### src/rtl/irq_prio_pkg.sv
package irq_prio_pkg;
    typedef enum logic [1:0] {
        SEL_PAGE = 2'd0,
        SEL_SLOT = 2'd1,
        SEL_NONE = 2'd2
    } win_sel_e;
endpackage

### src/rtl/irq_prio_decode.sv
module irq_prio_decode
    import irq_prio_pkg::*;
#(
    parameter int SLOT_W = 3,
    localparam int ADDR_W = SLOT_W + 1
) (
    input  logic [ADDR_W-1:0] addr,
    output win_sel_e          sel,
    output logic [SLOT_W-1:0] slot
);
    always_comb begin
        slot = addr[SLOT_W-1:0];
        if (addr[ADDR_W-1]) begin
            sel = SEL_SLOT;
        end else if (addr[SLOT_W-1:0] == '0) begin
            sel = SEL_PAGE;
        end else begin
            sel = SEL_NONE;
        end
    end
endmodule

### src/rtl/irq_prio_page.sv
module irq_prio_page #(
    parameter int PAGE_W = 4,
    parameter int SLOT_W = 3,
    parameter int DATA_W = 8
) (
    input  logic              clk,
    input  logic              rst_n,
    input  logic              wr_page,
    input  logic [DATA_W-1:0] wr_data,
    output logic [PAGE_W-1:0] page
);
    typedef struct packed {
        logic [PAGE_W-1:0] page;
    } page_st_t;

    page_st_t st_d, st_q;

    always_comb begin
        st_d = st_q;
        if (wr_page) begin
            st_d.page = wr_data[SLOT_W +: PAGE_W];
        end
    end

    always_ff @(posedge clk or negedge rst_n) begin
        if (!rst_n) begin
            st_q <= '0;
        end else begin
            st_q <= st_d;
        end
    end

    assign page = st_q.page;
endmodule

### src/rtl/irq_prio_store.sv
module irq_prio_store #(
    parameter int NUM_VEC = 128,
    parameter int PRIO_W  = 3,
    parameter int RST_LVL = 1,
    localparam int IDX_W  = $clog2(NUM_VEC)
) (
    input  logic                      clk,
    input  logic                      rst_n,
    input  logic                      wr_slot,
    input  logic [IDX_W-1:0]          idx,
    input  logic [PRIO_W-1:0]         wr_lvl,
    output logic [PRIO_W-1:0]         rd_lvl,
    output logic [NUM_VEC*PRIO_W-1:0] levels
);
    localparam logic [PRIO_W-1:0] RST_VAL = PRIO_W'(RST_LVL);

    typedef struct packed {
        logic [NUM_VEC-1:0][PRIO_W-1:0] lvl;
    } store_st_t;

    store_st_t st_d, st_q;

    always_comb begin
        st_d = st_q;
        if (wr_slot) begin
            st_d.lvl[idx] = wr_lvl;
        end
    end

    always_ff @(posedge clk or negedge rst_n) begin
        if (!rst_n) begin
            st_q.lvl <= {NUM_VEC{RST_VAL}};
        end else begin
            st_q <= st_d;
        end
    end

    assign rd_lvl = st_q.lvl[idx];

    for (genvar v = 0; v < NUM_VEC; v++) begin : g_flat
        assign levels[v*PRIO_W +: PRIO_W] = st_q.lvl[v];
    end
endmodule

### src/rtl/irq_prio_bank.sv
module irq_prio_bank
    import irq_prio_pkg::*;
#(
    parameter int NUM_VEC  = 128,
    parameter int SLOTS    = 8,
    parameter int PRIO_W   = 3,
    parameter int DATA_W   = 8,
    parameter int RST_LVL  = 1,
    localparam int SLOT_W  = $clog2(SLOTS),
    localparam int PAGE_W  = $clog2(NUM_VEC / SLOTS),
    localparam int IDX_W   = SLOT_W + PAGE_W,
    localparam int ADDR_W  = SLOT_W + 1
) (
    input  logic                      clk,
    input  logic                      rst_n,
    input  logic [ADDR_W-1:0]         addr,
    input  logic                      wr_en,
    input  logic [DATA_W-1:0]         wr_data,
    output logic [DATA_W-1:0]         rd_data,
    output logic [NUM_VEC*PRIO_W-1:0] prio_levels
);
    win_sel_e          sel;
    logic [SLOT_W-1:0] slot;
    logic [PAGE_W-1:0] page_q;
    logic [PRIO_W-1:0] rd_lvl;
    logic              wr_page;
    logic              wr_slot;

    irq_prio_decode #(.SLOT_W(SLOT_W)) u_dec (
        .addr (addr),
        .sel  (sel),
        .slot (slot)
    );

    assign wr_page = wr_en && (sel == SEL_PAGE);
    assign wr_slot = wr_en && (sel == SEL_SLOT);

    irq_prio_page #(
        .PAGE_W (PAGE_W),
        .SLOT_W (SLOT_W),
        .DATA_W (DATA_W)
    ) u_page (
        .clk     (clk),
        .rst_n   (rst_n),
        .wr_page (wr_page),
        .wr_data (wr_data),
        .page    (page_q)
    );

    irq_prio_store #(
        .NUM_VEC (NUM_VEC),
        .PRIO_W  (PRIO_W),
        .RST_LVL (RST_LVL)
    ) u_store (
        .clk     (clk),
        .rst_n   (rst_n),
        .wr_slot (wr_slot),
        .idx     ({page_q, slot}),
        .wr_lvl  (wr_data[PRIO_W-1:0]),
        .rd_lvl  (rd_lvl),
        .levels  (prio_levels)
    );

    always_comb begin
        rd_data = '0;
        unique case (sel)
            SEL_PAGE: rd_data[SLOT_W +: PAGE_W] = page_q;
            SEL_SLOT: rd_data[PRIO_W-1:0] = rd_lvl;
            default:  rd_data = '0;
        endcase
    end
endmodule

### config.mk
export PLATFORM = sky130hd
export DESIGN_NAME = irq_prio_bank
export DESIGN_NICKNAME = d
export VERILOG_FILES = /design/src/rtl/irq_prio_pkg.sv /design/src/rtl/irq_prio_decode.sv /design/src/rtl/irq_prio_page.sv /design/src/rtl/irq_prio_store.sv /design/src/rtl/irq_prio_bank.sv
export SDC_FILE = /design/constraint.sdc
export NUM_CORES = 1
export LEC_CHECK = 0
export CAP_MARGIN = 5
export CORE_ASPECT_RATIO = 1.25
export CORE_UTILIZATION = 30
export CTS_BUF_LIST = sky130_fd_sc_hd__clkbuf_8
export CTS_CLUSTER_SIZE = 40
export DETAILED_ROUTE_END_ITERATION = 8
export HOLD_SLACK_MARGIN = 0.15
export MAX_ROUTING_LAYER = met4
export PLACE_DENSITY = 0.52
export REMOVE_ABC_BUFFERS = 1
export SYNTH_ARGS = -nofsm -noshare
export SYNTH_HDL_FRONTEND = slang
export SYNTH_SLANG_ARGS = --single-unit
### constraint.sdc
create_clock -name clk -period 2.45 [get_ports clk]
set_input_delay 0.6125 -clock clk [delete_from_list [all_inputs] [get_ports clk]]
set_output_delay 0.6125 -clock clk [all_outputs]
set_load 0.02 [all_outputs]
==> results of run 1 <==
## cells in the final DEF (no fill, tap or decap), drive strengths merged, types with 3 or more instances in the layout
master,synthesis,routed
a41oi,12,12
and2,5,5
buf,47,436
clkbuf,54,82
clkdlybuf4s50,0,258
clkinv,0,6
dfrtp,260,260
dfstp,128,128
dlygate4sd2,0,126
dlymetal6s2s,0,6
inv,0,32
mux2,388,388
mux2i,192,192
nand2,22,22
nand2b,4,4
nand3,6,6
nor2,132,132
nor2b,6,6
o21ai,48,48
o22ai,96,96
o41a,3,3
## power by group
group | leakage [nW] | internal (mW) | switching, mW
registers | 4.90 | 6.89 | 0.332
logic | 7.79 | 1.74 | 1.96
clock network | 0.784 | 3.04 | 2.79
## per-layer routing
layer	vias to the layer above	GRT usage (%)	part of all wire [%]	wire (um)
met5	-	-	0	0
met3	152	3.88	4.9	3750
met1	7762	30.0	41	31400
met4	0	13.0	4.9	3750
met2	534	42.1	50	38300
li1	6753	-	-	-
## synthesized netlist by cell type
master      n
or2_2       1
nor2_1    125
clkbuf_1   54
dfstp_2   128
buf_4       8
nand2_1    22
conb_1      1
a41oi_1    12
nand2b_1    4
nand3_1     6
o21ai_1     6
and3_1      1
buf_6      15
o21ai_0    42
mux2_2    388
nor2b_1     6
and2_1      5
dfrtp_1   260
nor3_4      1
o41a_1      3
buf_2      24
mux2i_1   192
o22ai_1    96
nor2_2      7
or2_1       1
## through the flow
stage	cells	TNS, ns
2_1_floorplan	1307	-1.98
3_3_place_gp	2927	-139.07
3_5_place_dp	2927	-135.91
4_1_cts	3079	-1.96
5_1_grt	3084	-2.07
6_report	3084	-1.99
## logic make-up (layout without fill, tap and decap cells)
family,Yosys count,after routing
AOI/OAI and AO/OA,159,159
buffers and inverters,101,951
DFF,388,388
muxes,580,580
other,1,3
and+or+nand+nor,179,179
## registers in the layout (all words and copies together), names as in the netlist
| name | count |
|---|---|
| u_page.page | 4 |
| u_store.levels | 384 |
## final cells by class
class                           instances  area [sq um]  area share [%]
Sequential cell                       388          9870            34.4
Multi-Input combinational cell        919          8510            29.7
Timing Repair Buffer                  829          7950            27.7
Clock buffer                           82          1130            3.94
Tap cell                              824          1030            3.60
Clock inverter                         40           178           0.620
Antenna cell                            2          5.00          0.0175
## worst max-delay path by stage
stage                     slack [ns]  cells past startpoint                           start         end
after global routing           -0.70                      9                         addr[0]  rd_data[2]
after CTS                      -0.67                      7  u_store.levels[53]$_DFFE_PN0P_  rd_data[2]
after detailed placement       -1.09                      9                         addr[0]  rd_data[2]
after global placement         -1.10                      9                         addr[0]  rd_data[0]
final                          -0.70                     10                         addr[0]  rd_data[2]
after floorplan                -0.66                      5                         addr[1]  rd_data[1]
## repair_timing
action | CTS | global route
hold endpoints to repair | 21 | 0
pin swaps | 43 | 16
buffers inserted | 31 | 5
gates cloned | 9 | 0
gates resized for setup | 293 | 29
hold buffers | 1 | 0
endpoints found under the setup margin | 125 | 7
## critical path, delay by kind of cell
| family | cells | cell delay, ns |
|---|---|---|
| muxes | 1 | 0.24 |
| buffers and inverters | 5 | 0.71 |
| AOI/OAI and AO/OA | 4 | 0.92 |
==> results.md, run 1 <==
* Run status: finished, violations left
* Violated checks: negative setup slack
* Share of cells above drive strength 1 at about 50%
* Critical R2R Launch: u_page.page[3]$_DFFE_PN0P_
* Flop2flop setup slack at 0.24 ns
* Critical Path AT at 2.53 ns
* XOR/XNOR Fraction of Synth Area at 0%
* Max VDD drop at just over 0.3 mV
* Ranking of synthesized cells by area: dfrtp_1 35%, mux2_2 24%, dfstp_2 18%
* Crit path largest cell delay at a little under 0.5 ns
* First-pass DRT Iterations at 5
* Critical path class: primary input to output port
* GRT Overall Usage at between 20% and 30%
* IO Port Bufs at 404
* Count of final setup violators at 3
* Syn-to-layout area delta at 55.4%
* Fillers at around 5600
* Initial core utilization at 30.4%
* Cells on worst reg2reg path at 5
* Hold path start: wr_data[0]
* Crit path max-delay cell type: o41a_1
* Hold crit path type: primary input to flop
* H-tree depth at 3
* Die X at 224 um
* Final nets at 2220
* Top cell by count, worst path: buf_12
* Num CTS Buffers at between 60 and 70
* Crit path time final at approximately 3.1 ns
* I/O pins at 407
* Clock latency on the worst-skew pair at between 0.6 and 0.7 ns
* Total gr overflow at 0
* First-pass GRT wire length at 112000 um
* Starting DRT DRC Count at 669
* End of the worst hold path: u_store.levels[327]$_DFFE_PN1P_
* Pre-CTS WS at -1.09 ns
* Largest net degree at the start of global routing at 64
* Power per Cell Area at 584 mW/mm^2
* Syn_area_per_cell at 13.1 sq um
* Post-synthesis sequential area ratio at a little over half
* Core area at 0.0608 sq mm
* Std-Cell Rows at 101
* Hold path cells at 2
* Highest clock rate at around 320 MHz
* Crit path cell chain: buf_16 > buf_12 > buf_12 > mux2i_4 > buf_6 > o22ai_1 > o21ai_1 > a41oi_2 > o41a_1 > buf_12
* Worst-Margin Slew at 0.509 ns
* Max clock buf depth at 3
* Synth Instances at 1408
* CTS Sinks at between 300 and 400
* RR Endpoint: u_store.levels[271]$_DFFE_PN0P_
* Tot Pwr at 16.7 mW
* Post-DP HPWL at approximately 55000 um
* Die Ht at 279 um
* Placed cell areas at 0.0265 sq mm
* RSZ-0062 raised after global routing: yes
* Clk root buf: clkbuf_8
* Clk slew on worst S/H paths at 0.07 ns
* Avg WL per Cell at 25.1 um
* Count of final hold-check violations at 0
* Simple-gate area share of the yosys netlist at under 10%
* CTS tree: built
* Synthesis-stage register bit count at about 390
* DRT antenna net count at 0
* Initial antenna violation count at 3
* Routed vias/inst at 4.93
* Leak at 13.5 nW
* Max-Cap Viols at 0
* Compound-Gate Fraction of Synth Area at 5.31%
* Die Footprint at 0.0625 sq mm
* Worst EP required at approximately 1.8 ns
* Tcrit/Tclk final at 128%
* Largest family of logic cells by synthesized area: multiplexers
* Vias in the first global route at 16600
* Adder-Cell Fraction of Synth Area at 0%
* Cell taking the most area after synthesis: dfrtp_1
* CP max FO at 8
* Routed wire length at 77300 um
* Final Max Tran Viols at 0
* DRC viols at 0
* PnR worst setup slack at -0.696 ns
* Clock Skew at 0.0210 ns
* Hold WS at ~0.37 ns
* Slew HR at 66.0%
* Area of the mapped netlist at between 0.015 and 0.02 sq mm
* Post-layout util at 47.2%
* Synth top area share at a little over a third
* Post-route cell area at 0.0287 sq mm
* Mux cell area share after synthesis at between 30 and 40%
* Crit end category: output port
* Library cells used by synthesis at 25
* Vias at 15200
* Placer Congestion at 0.868
* CP Launch Type: primary input
* Synth Warn # at 0
Note: power is estimated with default switching activity, not from simulation.
==> run 2, diff against run 1 <==
==> constraint.sdc (replaced) <==
create_clock -name clk -period 2.45 [get_ports clk]
set_input_delay 0.3675 -clock clk [delete_from_list [all_inputs] [get_ports clk]]
set_output_delay 0.3675 -clock clk [all_outputs]
set_load 0.02 [all_outputs]
==> run 2 against run 1 <==
Net effect:
- the run still ends with negative setup slack left
- via count shrank 3.2%
- total power increased by 1.6%
- routed wire length shrank 2.5%
- maximum frequency up 11%
- sequential share of layout area rose by 1.7 points
- final cell count fell by 5.6%
- register-to-register slack better by 0.05 ns
- first-iteration DRC count down 0.60%
- global-route usage down 1.2 points
- flip-flop and latch count is the same
- clock-buffer cell count up 1
- die area stayed put
- critical endpoint is now rd_data[1]
==> results.md, run 2 (synthesized netlist as in run 1, its figures left out) <==
* Worst EP required at 2.08 ns (+0.24 ns)
* Clk slew on worst S/H paths at 0.06 ns (about the same)
* Std-Cell Rows at 101 (unchanged)
* Highest clock rate at 352 MHz (+11%)
* Crit path largest cell delay at 0.48 ns (about the same)
* GR Util met1 at 29.1% (-0.94 points)
* CP Launch Type: flop
* Starting DRT DRC Count at 665 (-0.60%)
* Vias in the first global route at 15600 (-5.8%)
* Die Ht at 279 um (unchanged)
* Violated checks: negative setup slack
* PnR worst setup slack at -0.389 ns (+0.308 ns)
* Initial antenna violation count at 3 (unchanged)
* Max reg flops at 384 (unchanged)
* Largest net degree at the start of global routing at 71 (+11%)
* Crit end category: output port
* Hold crit path type: primary input to asynchronous set/reset pin
* Multi-input gate area at 0.00855 sq mm (+0.41%)
* Post-Place Cells at 2729 (-6.8%)
* Post-route setup TNS at -1.11 ns (+0.881 ns)
* Clock Skew at 0.0268 ns (+0.00575 ns)
* Final nets at 2048 (-7.7%)
* Die X at 224 um (unchanged)
* H-tree depth at 3 (unchanged)
* First-pass GRT wire length at 107000 um (-4.1%)
* CTS tree: built
* Tot Pwr at 17.0 mW (+1.6%)
* Commonest non-fill, non-tap cell in the layout: clkdlybuf4s50_1
* Crit path time final at 2.84 ns (-0.308 ns)
* Post-DP HPWL at 53700 um (-2.5%)
* Max VDD drop at 0.290 mV (-6.3%)
* Final Max Tran Viols at 0 (unchanged)
* Sequential Area at 0.00988 sq mm (about the same)
* Clk root buf: clkbuf_8
* Power per Cell Area at 622 mW/mm^2 (+6.4%)
* Run status: finished, violations left
* DRC viols at 0 (unchanged)
* Critical path class: flop to output port
* Clock latency on the worst-skew pair at 0.65 ns (about the same)
* Max clock buf depth at 3 (unchanged)
* Crit path max-delay cell type: o41a_1
* Critical Path AT at 2.47 ns (-0.06 ns)
* GRT busiest layer: met2
* Tcrit/Tclk final at 116% (-13 points)
* Num CTS Buffers at 69 (+3.0%)
* Most frequent cells in the layout: 390 x clkdlybuf4s50_1, 388 x mux2_2, 255 x dfrtp_1
* Met3 Use GR at 3.26% (-0.62 points)
* Syn-to-layout area delta at 48.4%
* Count of final setup violators at 3 (unchanged)
* First-pass DRT Iterations at 7 (+2)
* Count of final hold-check violations at 0 (unchanged)
* RSZ-0062 raised after global routing: yes
* CP max FO at 3 (-5)
* Crit-path leading delay family: compound AO/OA/AOI/OAI gates
* Share of cells above drive strength 1 at 47.2% (-3.5 points)
* Fillers at 5560 (-1.3%)
* Fin cells at 2912 (-5.6%)
* Placer Congestion at 0.901 (+3.8%)
* Met2 Use GR at 40.5% (-1.7 points)
* CTS Sinks at 388 (unchanged)
* Leak at 11.8 nW (-12%)
* Total gr overflow at 0 (unchanged)
* Flop2flop setup slack at 0.29 ns (+0.05 ns)
* Max-Cap Viols at 0 (unchanged)
* Avg WL per Cell at 25.9 um (+3.3%)
* Routed vias/inst at 5.05 (+2.5%)
* Routed wire length at 75300 um (-2.5%)
* CP bufs+invs at 2 (-3)
* DRT antenna net count at 0 (unchanged)
* Die Footprint at 0.0625 sq mm (unchanged)
* Crit path cell chain: mux2i_1 > buf_4 > o22ai_4 > o21ai_4 > a41oi_4 > o41a_1 > buf_12
* Initial core utilization at 30.4% (unchanged)
* Core area at 0.0608 sq mm (unchanged)
* I/O pins at 407 (unchanged)
* IO Port Bufs at 404 (unchanged)
* Vias at 14700 (-3.2%)
* GRT Overall Usage at 24.2% (-1.2 points)
## run 2: metal layers
| layer | wire (um) | vias to the layer above | part of all wire, % |
|---|---|---|---|
| met5 | 0 | - | 0 |
| met1 | 31100 | 7660 | 41 |
| met3 | 3130 | 145 | 4.1 |
| met4 | 3120 | 0 | 4.1 |
| met2 | 38000 | 500 | 50 |
| li1 | - | 6412 | - |
## run 2: power breakdown
group | total (mW) | internal [mW] | leakage (nW) | switching, mW
Clock | 6.36 | 3.51 | 0.829 | 2.85
Combinational | 3.32 | 1.54 | 6.11 | 1.78
Sequential | 7.33 | 6.89 | 4.89 | 0.439
## run 2: path summary, 6_finish.rpt
kind	startpoint	end	cells after the start
setup / recovery	u_store.levels[151]$_DFFE_PN0P_	rd_data[1]	7
hold / removal	rst_n	u_store.levels[185]$_DFFE_PN0P_	2
setup reg to reg	u_page.page[3]$_DFFE_PN0P_	u_store.levels[232]$_DFFE_PN0P_	4
hold reg to reg	u_store.levels[286]$_DFFE_PN0P_	u_store.levels[286]$_DFFE_PN0P_	1
max in group asynchronous	rst_n	u_store.levels[315]$_DFFE_PN1P_	3
min in group clk	wr_data[0]	u_store.levels[324]$_DFFE_PN1P_	2
## run 2: cell type report
type / instances / share of cell area (%)
sequential: 388 / 36.1
multi-input combinational: 919 / 31.2
clock buffer: 83 / 4.17
tap: 824 / 3.77
timing repair buffer: 655 / 23.7
clock inverter: 42 / 1.08
antenna: 1 / 0.00914
## run 2: what timing repair did
item	in CTS	in global routing
cloned	0	5
setup buffers	46	26
endpoints found under the hold margin	274	0
pin swaps	35	23
setup endpoints to repair	7	5
gates resized for setup	110	38
hold buffers	1	0
## run 2: worst register-to-register path, delay by kind of cell (launching register included)
family / cells / cell delay, ns
AND/OR/NAND/NOR: 3 / 1.16
multiplexers: 1 / 0.38
flip-flops: 1 / 0.51
## run 2: through the flow
step           instance area, sq um  util [%]  setup slack [ns]  hold WS (ns)
6_report                      27400      45.0            -0.389         0.247
5_1_grt                       27400      45.0            -0.446         0.236
4_1_cts                       26900      44.3            -0.431         0.201
3_5_place_dp                  24900      41.0            -0.671         0.334
3_3_place_gp                  24900      41.0            -0.624         0.336
2_1_floorplan                 17900         -            -0.171        0.0719
==> run 3, diff against run 2 <==
RECOVER_POWER = 50   (was not set)
==> run 3 against run 2 <==
Net effect:
- the run still ends with negative setup slack left
- non-clock buffer count stayed put
- clock power hardly changed
- flip-flop and latch count stayed put
- total power is 0.19% lower
- via count is 0.40% lower
- worst setup slack better by 0.0046 ns
- final cell count stayed put
- sequential power hardly changed
- register-to-register slack worse by 0.15 ns
- clock skew hardly changed
- first-iteration DRC count is 12% higher
- critical endpoint unchanged
==> results.md, run 3 (synthesized netlist as in run 1, its figures left out) <==
* Die Footprint at 0.0625 sq mm (unchanged)
* IO Port Bufs at 404 (unchanged)
* Clock Skew at 0.0263 ns (-0.000496 ns)
* Crit path largest cell delay at 0.48 ns (about the same)
* Crit-path leading delay family: compound AO/OA/AOI/OAI gates
* Final Max Tran Viols at 0 (unchanged)
* Clock latency on the worst-skew pair at 0.64 ns (about the same)
* Leak at 11.8 nW (-0.20%)
* Max-Cap Viols at 0 (unchanged)
* Largest net degree at the start of global routing at 71 (unchanged)
* DRT antenna net count at 0 (unchanged)
* Highest clock rate at 353 MHz (+0.16%)
* DRC viols at 0 (unchanged)
* Count of final hold-check violations at 0 (unchanged)
* Placed cell areas at 0.0249 sq mm (unchanged)
* Max VDD drop at 0.290 mV (about the same)
* First-pass GRT wire length at 107000 um (unchanged)
* Syn-to-layout area delta at 47.8%
* CTS tree: built
* CP Launch Type: flop
* Flop2flop setup slack at 0.14 ns (-0.15 ns)
* Avg WL per Cell at 25.8 um (-0.17%)
* Count of final setup violators at 6 (+3)
* Std-Cell Rows at 101 (unchanged)
* Post-DP HPWL at 53700 um (unchanged)
* Starting DRT DRC Count at 742 (+12%)
* H-tree depth at 3 (unchanged)
* Routed wire length at 75200 um (-0.17%)
* Max clock buf depth at 3 (unchanged)
* Crit path time final at 2.83 ns (-0.00458 ns)
* First-pass DRT Iterations at 5 (-2)
* Share of cells above drive strength 1 at 46.8% (-0.43 points)
* Hold crit path type: primary input to flop
* Crit path cell chain: mux2i_1 > buf_4 > o22ai_4 > o21ai_4 > a41oi_4 > o41a_1 > buf_12
* Initial antenna violation count at 4 (+1)
* Run status: finished, violations left
* CP bufs+invs at 2 (unchanged)
* GRT Overall Usage at 24.2% (unchanged)
* I/O pins at 407 (unchanged)
* Critical Path AT at 2.47 ns (about the same)
* Post-route cell area at 0.0273 sq mm (-0.38%)
* Total gr overflow at 0 (unchanged)
* RR Endpoint: u_store.levels[146]$_DFFE_PN0P_
* Tcrit/Tclk final at 116% (-0.19 points)
* Die Ht at 279 um (unchanged)
* CTS Sinks at 388 (unchanged)
* RSZ-0062 raised after global routing: yes
* Pre-CTS WS at -0.671 ns (unchanged)
* Worst EP required at 2.08 ns (about the same)
* Max reg flops at 384 (unchanged)
* Clk slew on worst S/H paths at 0.06 ns (about the same)
* Routed vias/inst at 5.03 (-0.40%)
* Hold path start: wr_data[0]
* Critical path class: flop to output port
* Vias at 14700 (-0.40%)
* End of the worst hold path: u_store.levels[324]$_DFFE_PN1P_
* Slew HR at 2.45%
* Fillers at 5580 (+0.36%)
* Placer Congestion at 0.901 (unchanged)
* Clk root buf: clkbuf_8
* Vias in the first global route at 15600 (unchanged)
* Num CTS Buffers at 69 (unchanged)
* Violated checks: negative setup slack
* Most frequent cells in the layout: 388 x mux2_2, 384 x clkdlybuf4s50_1, 256 x dfrtp_1
* CP max FO at 3 (unchanged)
* Final nets at 2048 (unchanged)
* Core area at 0.0608 sq mm (unchanged)
* Cells on worst reg2reg path at 5 (+1)
* Crit end category: output port
* Hold path cells at 2
* Critical R2R Launch: u_page.page[2]$_DFFE_PN0P_
* Commonest non-fill, non-tap cell in the layout: mux2_2
* Worst-Margin Slew at 1.46 ns
* Crit path max-delay cell type: o41a_1
* Initial core utilization at 30.4% (unchanged)
* Die X at 224 um (unchanged)
* PnR worst setup slack at -0.384 ns (+0.00458 ns)
* Power per Cell Area at 623 mW/mm^2 (+0.20%)
[run 3: cell types whose count changed in the layout (fill, tap and decap cells not counted), moves of 3 or more]
cell	previous run	this run
clkbuf_2	0	5
clkbuf_1	0	3
clkbuf_4	0	3
nor2_2	8	5
clkdlybuf4s50_1	390	384
nor2_1	124	127
buf_4	213	207
buf_12	37	33
dlygate4sd3_1	1	7
[run 3: worst max-delay path by stage]
stage                                     from          to  slack (ns)  cells after the start
2_1_floorplan                          addr[1]  rd_data[1]       -0.17                      5
6_report       u_store.levels[151]$_DFFE_PN0P_  rd_data[1]       -0.38                      7
4_1_cts        u_store.levels[151]$_DFFE_PN0P_  rd_data[1]       -0.43                      7
5_1_grt         u_store.levels[17]$_DFFE_PN0P_  rd_data[2]       -0.45                      7
3_5_place_dp                           addr[0]  rd_data[1]       -0.67                      9
3_3_place_gp                           addr[0]  rd_data[1]       -0.62                      9
[run 3: what timing repair did]
action	4_1_cts	5_1_grt
endpoints found under the hold margin	274	0
resized for setup	110	38
pin swaps	35	23
setup endpoints to repair	7	5
setup buffers	46	26
hold buffers	1	0
gates cloned	0	5
[run 3: metal layers]
| metal | track usage, % | wire length, um |
|---|---|---|
| met1 | 29.1 | 31000 |
| met2 | 40.5 | 38000 |
| met3 | 3.26 | 3160 |
| met4 | 11.0 | 3070 |
| met5 | - | 0 |
[run 3: cell type report]
cell class / instances / area, sq um / share of cell area (%)
multi-input cells: 919 / 8530 / 31.3
flip-flops and latches: 388 / 9870 / 36.2
clock buffers: 83 / 1140 / 4.19
diodes: 1 / 2.50 / 0.00918
clock inverters: 42 / 297 / 1.09
well taps: 824 / 1030 / 3.78
repair buffers: 655 / 6390 / 23.5
[run 3: power by group]
group / leakage (nW) / switching, mW / internal (mW)
sequential: 4.90 / 0.438 / 6.89
combinational: 6.09 / 1.78 / 1.52
clock: 0.829 / 2.84 / 3.51
[run 3: through the flow]
step / TNS, ns / total power [mW] / instances / util [%] / hold WS, ns
after detailed placement: -2.68 / 10.6 / 2729 / 41.0 / 0.334
after global placement: -2.67 / 10.6 / 2729 / 41.0 / 0.336
after floorplan: -0.514 / 8.51 / 1307 / - / 0.0719
after CTS: -1.21 / 17.2 / 2886 / 44.3 / 0.201
final: -1.10 / 17.0 / 2912 / 44.9 / 0.270
after global routing: -18.14 / 17.7 / 2912 / 44.9 / 0.236
